--- config.mk ---
export PLATFORM = sky130hd
export DESIGN_NAME = raster_line_seq
export DESIGN_NICKNAME = d
export VERILOG_FILES = /design/src/rtl/raster_line_pkg.sv /design/src/rtl/raster_timebase.sv /design/src/rtl/raster_xbeam.sv /design/src/rtl/raster_slot_dec.sv /design/src/rtl/raster_win.sv /design/src/rtl/raster_line_seq.sv
export SDC_FILE = /design/constraint.sdc
export NUM_CORES = 1
export LEC_CHECK = 0
export ABC_AREA = 1
export CORE_ASPECT_RATIO = 2
export CORE_MARGIN = 3
export CORE_UTILIZATION = 40
export CTS_CLUSTER_DIAMETER = 30
export DETAILED_ROUTE_END_ITERATION = 7
export PLACE_DENSITY = 0.74
export SLEW_MARGIN = 20
export SYNTH_ARGS = -nofsm -noshare
export SYNTH_HDL_FRONTEND = slang
export SYNTH_SLANG_ARGS = --single-unit
--- constraint.sdc ---
create_clock -name clk_i -period 1.94 [get_ports clk_i]
set_clock_uncertainty 0.05 [all_clocks]
set_input_delay 0.194 -clock clk_i [delete_from_list [all_inputs] [get_ports clk_i]]
set_output_delay 0.194 -clock clk_i [all_outputs]
set_load 0.01 [all_outputs]
--- src/rtl/raster_line_pkg.sv ---
package raster_line_pkg;
  typedef enum logic [2:0] {
    ACC_IDLE = 3'd0,
    ACC_SPTR = 3'd1,
    ACC_REFR = 3'd2,
    ACC_GFX  = 3'd3
  } acc_e;
endpackage

--- src/rtl/raster_timebase.sv ---
module raster_timebase #(
  parameter int PIX_PER_CYC  = 8,
  parameter int CYC_PER_LINE = 63,
  localparam int PIX_W = $clog2(PIX_PER_CYC),
  localparam int CYC_W = $clog2(CYC_PER_LINE + 1)
) (
  input  logic             clk_i,
  input  logic             rst_ni,
  output logic [PIX_W-1:0] pix_o,
  output logic [CYC_W-1:0] cyc_o,
  output logic             half_o,
  output logic             cyc_end_o
);
  localparam int HALF = PIX_PER_CYC / 2;

  logic [PIX_W-1:0] pix_q;
  logic [CYC_W-1:0] cyc_q;
  logic             last_pix;

  assign last_pix = (pix_q == PIX_W'(PIX_PER_CYC - 1));

  always_ff @(posedge clk_i or negedge rst_ni) begin
    if (!rst_ni) begin
      pix_q <= '0;
      cyc_q <= CYC_W'(1);
    end else begin
      pix_q <= last_pix ? '0 : pix_q + PIX_W'(1);
      if (last_pix) begin
        cyc_q <= (cyc_q == CYC_W'(CYC_PER_LINE)) ? CYC_W'(1) : cyc_q + CYC_W'(1);
      end
    end
  end

  assign pix_o     = pix_q;
  assign cyc_o     = cyc_q;
  assign half_o    = (pix_q >= PIX_W'(HALF));
  // marks the last clock of each half, where the beam steps
  assign cyc_end_o = last_pix || (pix_q == PIX_W'(HALF - 1));
endmodule

--- src/rtl/raster_xbeam.sv ---
module raster_xbeam #(
  parameter int PIX_PER_CYC = 8,
  parameter int X_FIRST     = 'h194,
  parameter int X_LAST      = 'h1F4,
  localparam int X_W    = $clog2(X_LAST + 1),
  localparam int X_STEP = PIX_PER_CYC / 2
) (
  input  logic           clk_i,
  input  logic           rst_ni,
  input  logic           step_i,
  output logic [X_W-1:0] x_o
);
  logic [X_W-1:0] x_q;

  always_ff @(posedge clk_i or negedge rst_ni) begin
    if (!rst_ni) begin
      x_q <= X_W'(X_FIRST);
    end else if (step_i) begin
      x_q <= (x_q == X_W'(X_LAST)) ? '0 : x_q + X_W'(X_STEP);
    end
  end

  assign x_o = x_q;
endmodule

--- src/rtl/raster_slot_dec.sv ---
module raster_slot_dec
  import raster_line_pkg::*;
#(
  parameter int CYC_PER_LINE = 63,
  parameter int SPR_NUM      = 8,
  parameter int SPR_BASE     = 58,
  parameter int SPR_GAP      = 2,
  parameter int REF_FIRST    = 11,
  parameter int REF_LAST     = 15,
  parameter int GFX_FIRST    = 16,
  parameter int GFX_LAST     = 55,
  localparam int CYC_W = $clog2(CYC_PER_LINE + 1),
  localparam int SPR_W = $clog2(SPR_NUM)
) (
  input  logic [CYC_W-1:0] cyc_i,
  output acc_e             acc_o,
  output logic [SPR_W-1:0] spr_o
);
  logic [SPR_NUM-1:0] hit;

  for (genvar s = 0; s < SPR_NUM; s++) begin : g_spr
    // pointer slots start at SPR_BASE and run over the line end
    localparam int SLOT = ((SPR_BASE - 1 + SPR_GAP * s) % CYC_PER_LINE) + 1;
    assign hit[s] = (cyc_i == CYC_W'(SLOT));
  end

  always_comb begin
    spr_o = '0;
    for (int s = 0; s < SPR_NUM; s++) begin
      if (hit[s]) spr_o = SPR_W'(s);
    end
    if (|hit) begin
      acc_o = ACC_SPTR;
    end else if (cyc_i >= CYC_W'(REF_FIRST) && cyc_i <= CYC_W'(REF_LAST)) begin
      acc_o = ACC_REFR;
    end else if (cyc_i >= CYC_W'(GFX_FIRST) && cyc_i <= CYC_W'(GFX_LAST)) begin
      acc_o = ACC_GFX;
    end else begin
      acc_o = ACC_IDLE;
    end
  end
endmodule

--- src/rtl/raster_win.sv ---
module raster_win #(
  parameter int CYC_PER_LINE = 63,
  parameter int WIN_FIRST    = 16,
  parameter int WIN_LAST     = 55,
  localparam int CYC_W = $clog2(CYC_PER_LINE + 1)
) (
  input  logic [CYC_W-1:0] cyc_i,
  output logic             disp_o,
  output logic             eol_o
);
  assign disp_o = (cyc_i >= CYC_W'(WIN_FIRST)) && (cyc_i <= CYC_W'(WIN_LAST));
  assign eol_o  = (cyc_i == CYC_W'(CYC_PER_LINE));
endmodule

--- src/rtl/raster_line_seq.sv ---
module raster_line_seq
  import raster_line_pkg::*;
#(
  parameter int PIX_PER_CYC  = 8,
  parameter int CYC_PER_LINE = 63,
  parameter int X_FIRST      = 'h194,
  parameter int X_LAST       = 'h1F4,
  parameter int SPR_NUM      = 8,
  parameter int SPR_BASE     = 58,
  parameter int REF_FIRST    = 11,
  parameter int REF_LAST     = 15,
  parameter int GFX_FIRST    = 16,
  parameter int GFX_LAST     = 55,
  localparam int CYC_W = $clog2(CYC_PER_LINE + 1),
  localparam int X_W   = $clog2(X_LAST + 1),
  localparam int SPR_W = $clog2(SPR_NUM)
) (
  input  logic             clk_i,
  input  logic             rst_ni,
  output logic [CYC_W-1:0] cyc_o,
  output logic             phase_o,
  output logic [X_W-1:0]   xpos_o,
  output logic [2:0]       acc_o,
  output logic [SPR_W-1:0] spr_o,
  output logic             disp_o,
  output logic             eol_o
);
  localparam int PIX_W = $clog2(PIX_PER_CYC);

  logic [PIX_W-1:0] pix;
  logic             half_step;
  acc_e             acc;

  raster_timebase #(
    .PIX_PER_CYC (PIX_PER_CYC),
    .CYC_PER_LINE(CYC_PER_LINE)
  ) u_tb (
    .clk_i    (clk_i),
    .rst_ni   (rst_ni),
    .pix_o    (pix),
    .cyc_o    (cyc_o),
    .half_o   (phase_o),
    .cyc_end_o(half_step)
  );

  raster_xbeam #(
    .PIX_PER_CYC(PIX_PER_CYC),
    .X_FIRST    (X_FIRST),
    .X_LAST     (X_LAST)
  ) u_xb (
    .clk_i (clk_i),
    .rst_ni(rst_ni),
    .step_i(half_step),
    .x_o   (xpos_o)
  );

  raster_slot_dec #(
    .CYC_PER_LINE(CYC_PER_LINE),
    .SPR_NUM     (SPR_NUM),
    .SPR_BASE    (SPR_BASE),
    .SPR_GAP     (2),
    .REF_FIRST   (REF_FIRST),
    .REF_LAST    (REF_LAST),
    .GFX_FIRST   (GFX_FIRST),
    .GFX_LAST    (GFX_LAST)
  ) u_dec (
    .cyc_i(cyc_o),
    .acc_o(acc),
    .spr_o(spr_o)
  );

  raster_win #(
    .CYC_PER_LINE(CYC_PER_LINE),
    .WIN_FIRST   (GFX_FIRST),
    .WIN_LAST    (GFX_LAST)
  ) u_win (
    .cyc_i (cyc_o),
    .disp_o(disp_o),
    .eol_o (eol_o)
  );

  assign acc_o = 3'(acc);

  logic unused_pix;
  assign unused_pix = ^pix;
endmodule

==> metrics.cfg <==
[setup_path]
critPathCaptureType=output pin
r2r_setup_slack_ns=0.37
crit_required_ns=1.70
crit_path_max_fanout=4
path_buf_inv=2
slowest_delay_ns=0.56
arrival_ns=1.68
crit_path_start_kind=register
critical_path_class=reg2out
ff2ff_path_depth=7
cp_top_family=flip-flops
worstReg2RegStart=u_tb.cyc_o[0]$_DFFE_PN1P_
slowest_stage=dfstp_2
worstPathCellList=ha_2, buf_4, nand2_1, nor3_4, clkdlybuf4s15_2
r2r_end=u_tb.cyc_o[0]$_DFFE_PN1P_

[route]
drt-pass1-iter-count=6
drc=0
drt_iter0_drc=15
ant_nets=0
drt-total-wl_microns=2390
viasPerCell=5.00
vias=1029
routedWlPerCell_microns=11.6

[finish]
drive_above_1_share=0.275
nets=192
final_common_cell=nand2_1
fill_cells=247
layout_common_cells=27 x nand2_1, 18 x inv_1, 16 x nor2_1, 16 x clkdlybuf4s50_1, 11 x nand3_1
antenna_cells=0
final_area_sq_um=1510
layout.cells.non_filler=206
syn_to_final_growth_pct=35.8

[grt]
grt_usage=0.160
grt_pass1_wl_microns=4330
grt_pass1_vias=1116
antenna_found_initial=0
grt.overflow.total=0
grt_max_degree=17

[power]
power.leakage_nw=0.771
ir_drop_uv=437
report.power.total_uw=598
power_density_nw_per_um2=397

[sta]
worst_slack_ns=0.0187
worst_slew_pin_slew_ns=0.697
rsz0062_at_grt=yes
setup_violations=0
relSlewSlack=0.534
fmax_mhz=520
tns_ns=0
timing.final.hold_violations=0
drv_slew=0
period_share=0.990
finalCriticalPeriod_ns=1.92

[clock_tree]
cts.sinks=16
clockBufferDepth=2
cts_buffers=3
clk_pin_slew_worst_paths_ns=0.06
cts_tree=yes
cts-htree-levels=1
clockRootBuffer=clkbuf_8
cts_hold_buf=0
clkLatencyLatePin_ns=0.25

[floorplanning]
die_w_microns=43.2
ios=26
initial_utilization=0.426
die_h_microns=80.5
die_area_sq_um=3480
core-area_sq_um=2600
rows=26

[run_status]
outcome=finished clean

[placed_design]
dp_hpwl_microns=1940
placed_area_sq_um=1400
pre_cts_slack_ns=-0.121
io_buffers=22
place.gp.congestion=0.920
dp.cells=200

[yosys]
synthFlopType=dfrtp_1
yosys_warnings=0
netlist_instances=145
synth_edf_count=0
yosys_register_bits=16
async_flop_share=1.00
synth_seq_area_share=0.367
synth_area_sq_um=1110
synth_cell_types=24
syn_area_per_cell_sq_um=7.65

[hold_path]
hp-class=in2async

[flow_run]
cap_viol_max_count=0

cell usage after synthesis, types with 4 or more instances:
| master | count | area, sq um |
|---|---|---|
| a21oi_1 | 4 | 20.0 |
| dfrtp_1 | 11 | 275 |
| dfstp_2 | 5 | 131 |
| ha_1 | 11 | 138 |
| inv_1 | 20 | 75.1 |
| inv_2 | 5 | 18.8 |
| nand2_1 | 28 | 105 |
| nand3_1 | 13 | 65.1 |
| nor2_1 | 16 | 60.1 |
| o21ai_0 | 4 | 20.0 |
registers in the layout, indices dropped and copies added, names as in the netlist:
name	count
u_tb.cyc_o	6
u_tb.pix_o	3
u_xb.x_o	7
worst max-delay path by stage:
stage / start / end / slack (ns) / depth (start not counted)
3_3_place_gp: u_tb.cyc_o[0]$_DFFE_PN1P_ / acc_o[1] / -0.08 / 8
2_1_floorplan: u_tb.cyc_o[0]$_DFFE_PN1P_ / acc_o[1] / 0.35 / 7
3_5_place_dp: u_tb.cyc_o[0]$_DFFE_PN1P_ / spr_o[0] / -0.12 / 9
5_1_grt: u_tb.cyc_o[0]$_DFFE_PN1P_ / eol_o / -0.07 / 5
6_report: u_tb.cyc_o[0]$_DFFE_PN1P_ / eol_o / 0.02 / 5
4_1_cts: u_tb.cyc_o[0]$_DFFE_PN1P_ / spr_o[0] / -0.08 / 9
cell families after synthesis:
kind of cell,Yosys count,synth area share
AOI/OAI and AO/OA,13,0.0621
adders and majority gates,11,0.124
xor gates and xnor gates,4,0.0316
and+or+nand+nor,70,0.300
buffers and inverters,30,0.112
other,1,0.00338
DFF,16,0.367
report_power, final:
group / total, mW / internal [mW] / switching, mW / leakage, nW
Sequential: 0.334 / 0.334 / 0 / 0.182
Combinational: 0.0105 / 0.00176 / 0.00877 / 0.566
Clock: 0.253 / 0.146 / 0.107 / 0.0228
Total: 0.598 / 0.482 / 0.116 / 0.771
area by class of cell:
type / instances / area (sq um) / area share
repair buffers: 32 / 288 / 0.191
inverters: 25 / 93.8 / 0.0623
flip-flops and latches: 16 / 409 / 0.272
clock buffers: 4 / 45.0 / 0.0299
well taps: 28 / 35.0 / 0.0233
multi-input cells: 101 / 634 / 0.421
what timing repair did:
item | 4_1_cts | 5_1_grt
pin swaps | 1 | 5
setup buffers | 0 | 2
gates resized for setup | 21 | 13
endpoints found under the setup margin | 6 | 7
metal layers:
layer | share of wire | track usage | vias up
li1 | - | - | 513
met1 | 0.35 | 0.150 | 478
met2 | 0.57 | 0.298 | 29
met3 | 0.042 | 0.0179 | 9
met4 | 0.030 | 0.118 | 0
met5 | 0 | 0 | -
per-stage QoR:
step | hold WS, ns | utilization
after floorplan | -0.152 | -
after global placement | 0.393 | 0.538
after detailed placement | 0.404 | 0.538
after global routing | 0.366 | 0.578
final | 0.316 | 0.578
after CTS | 0.340 | 0.557
No activity file was read; power rests on OpenSTA's default activity.
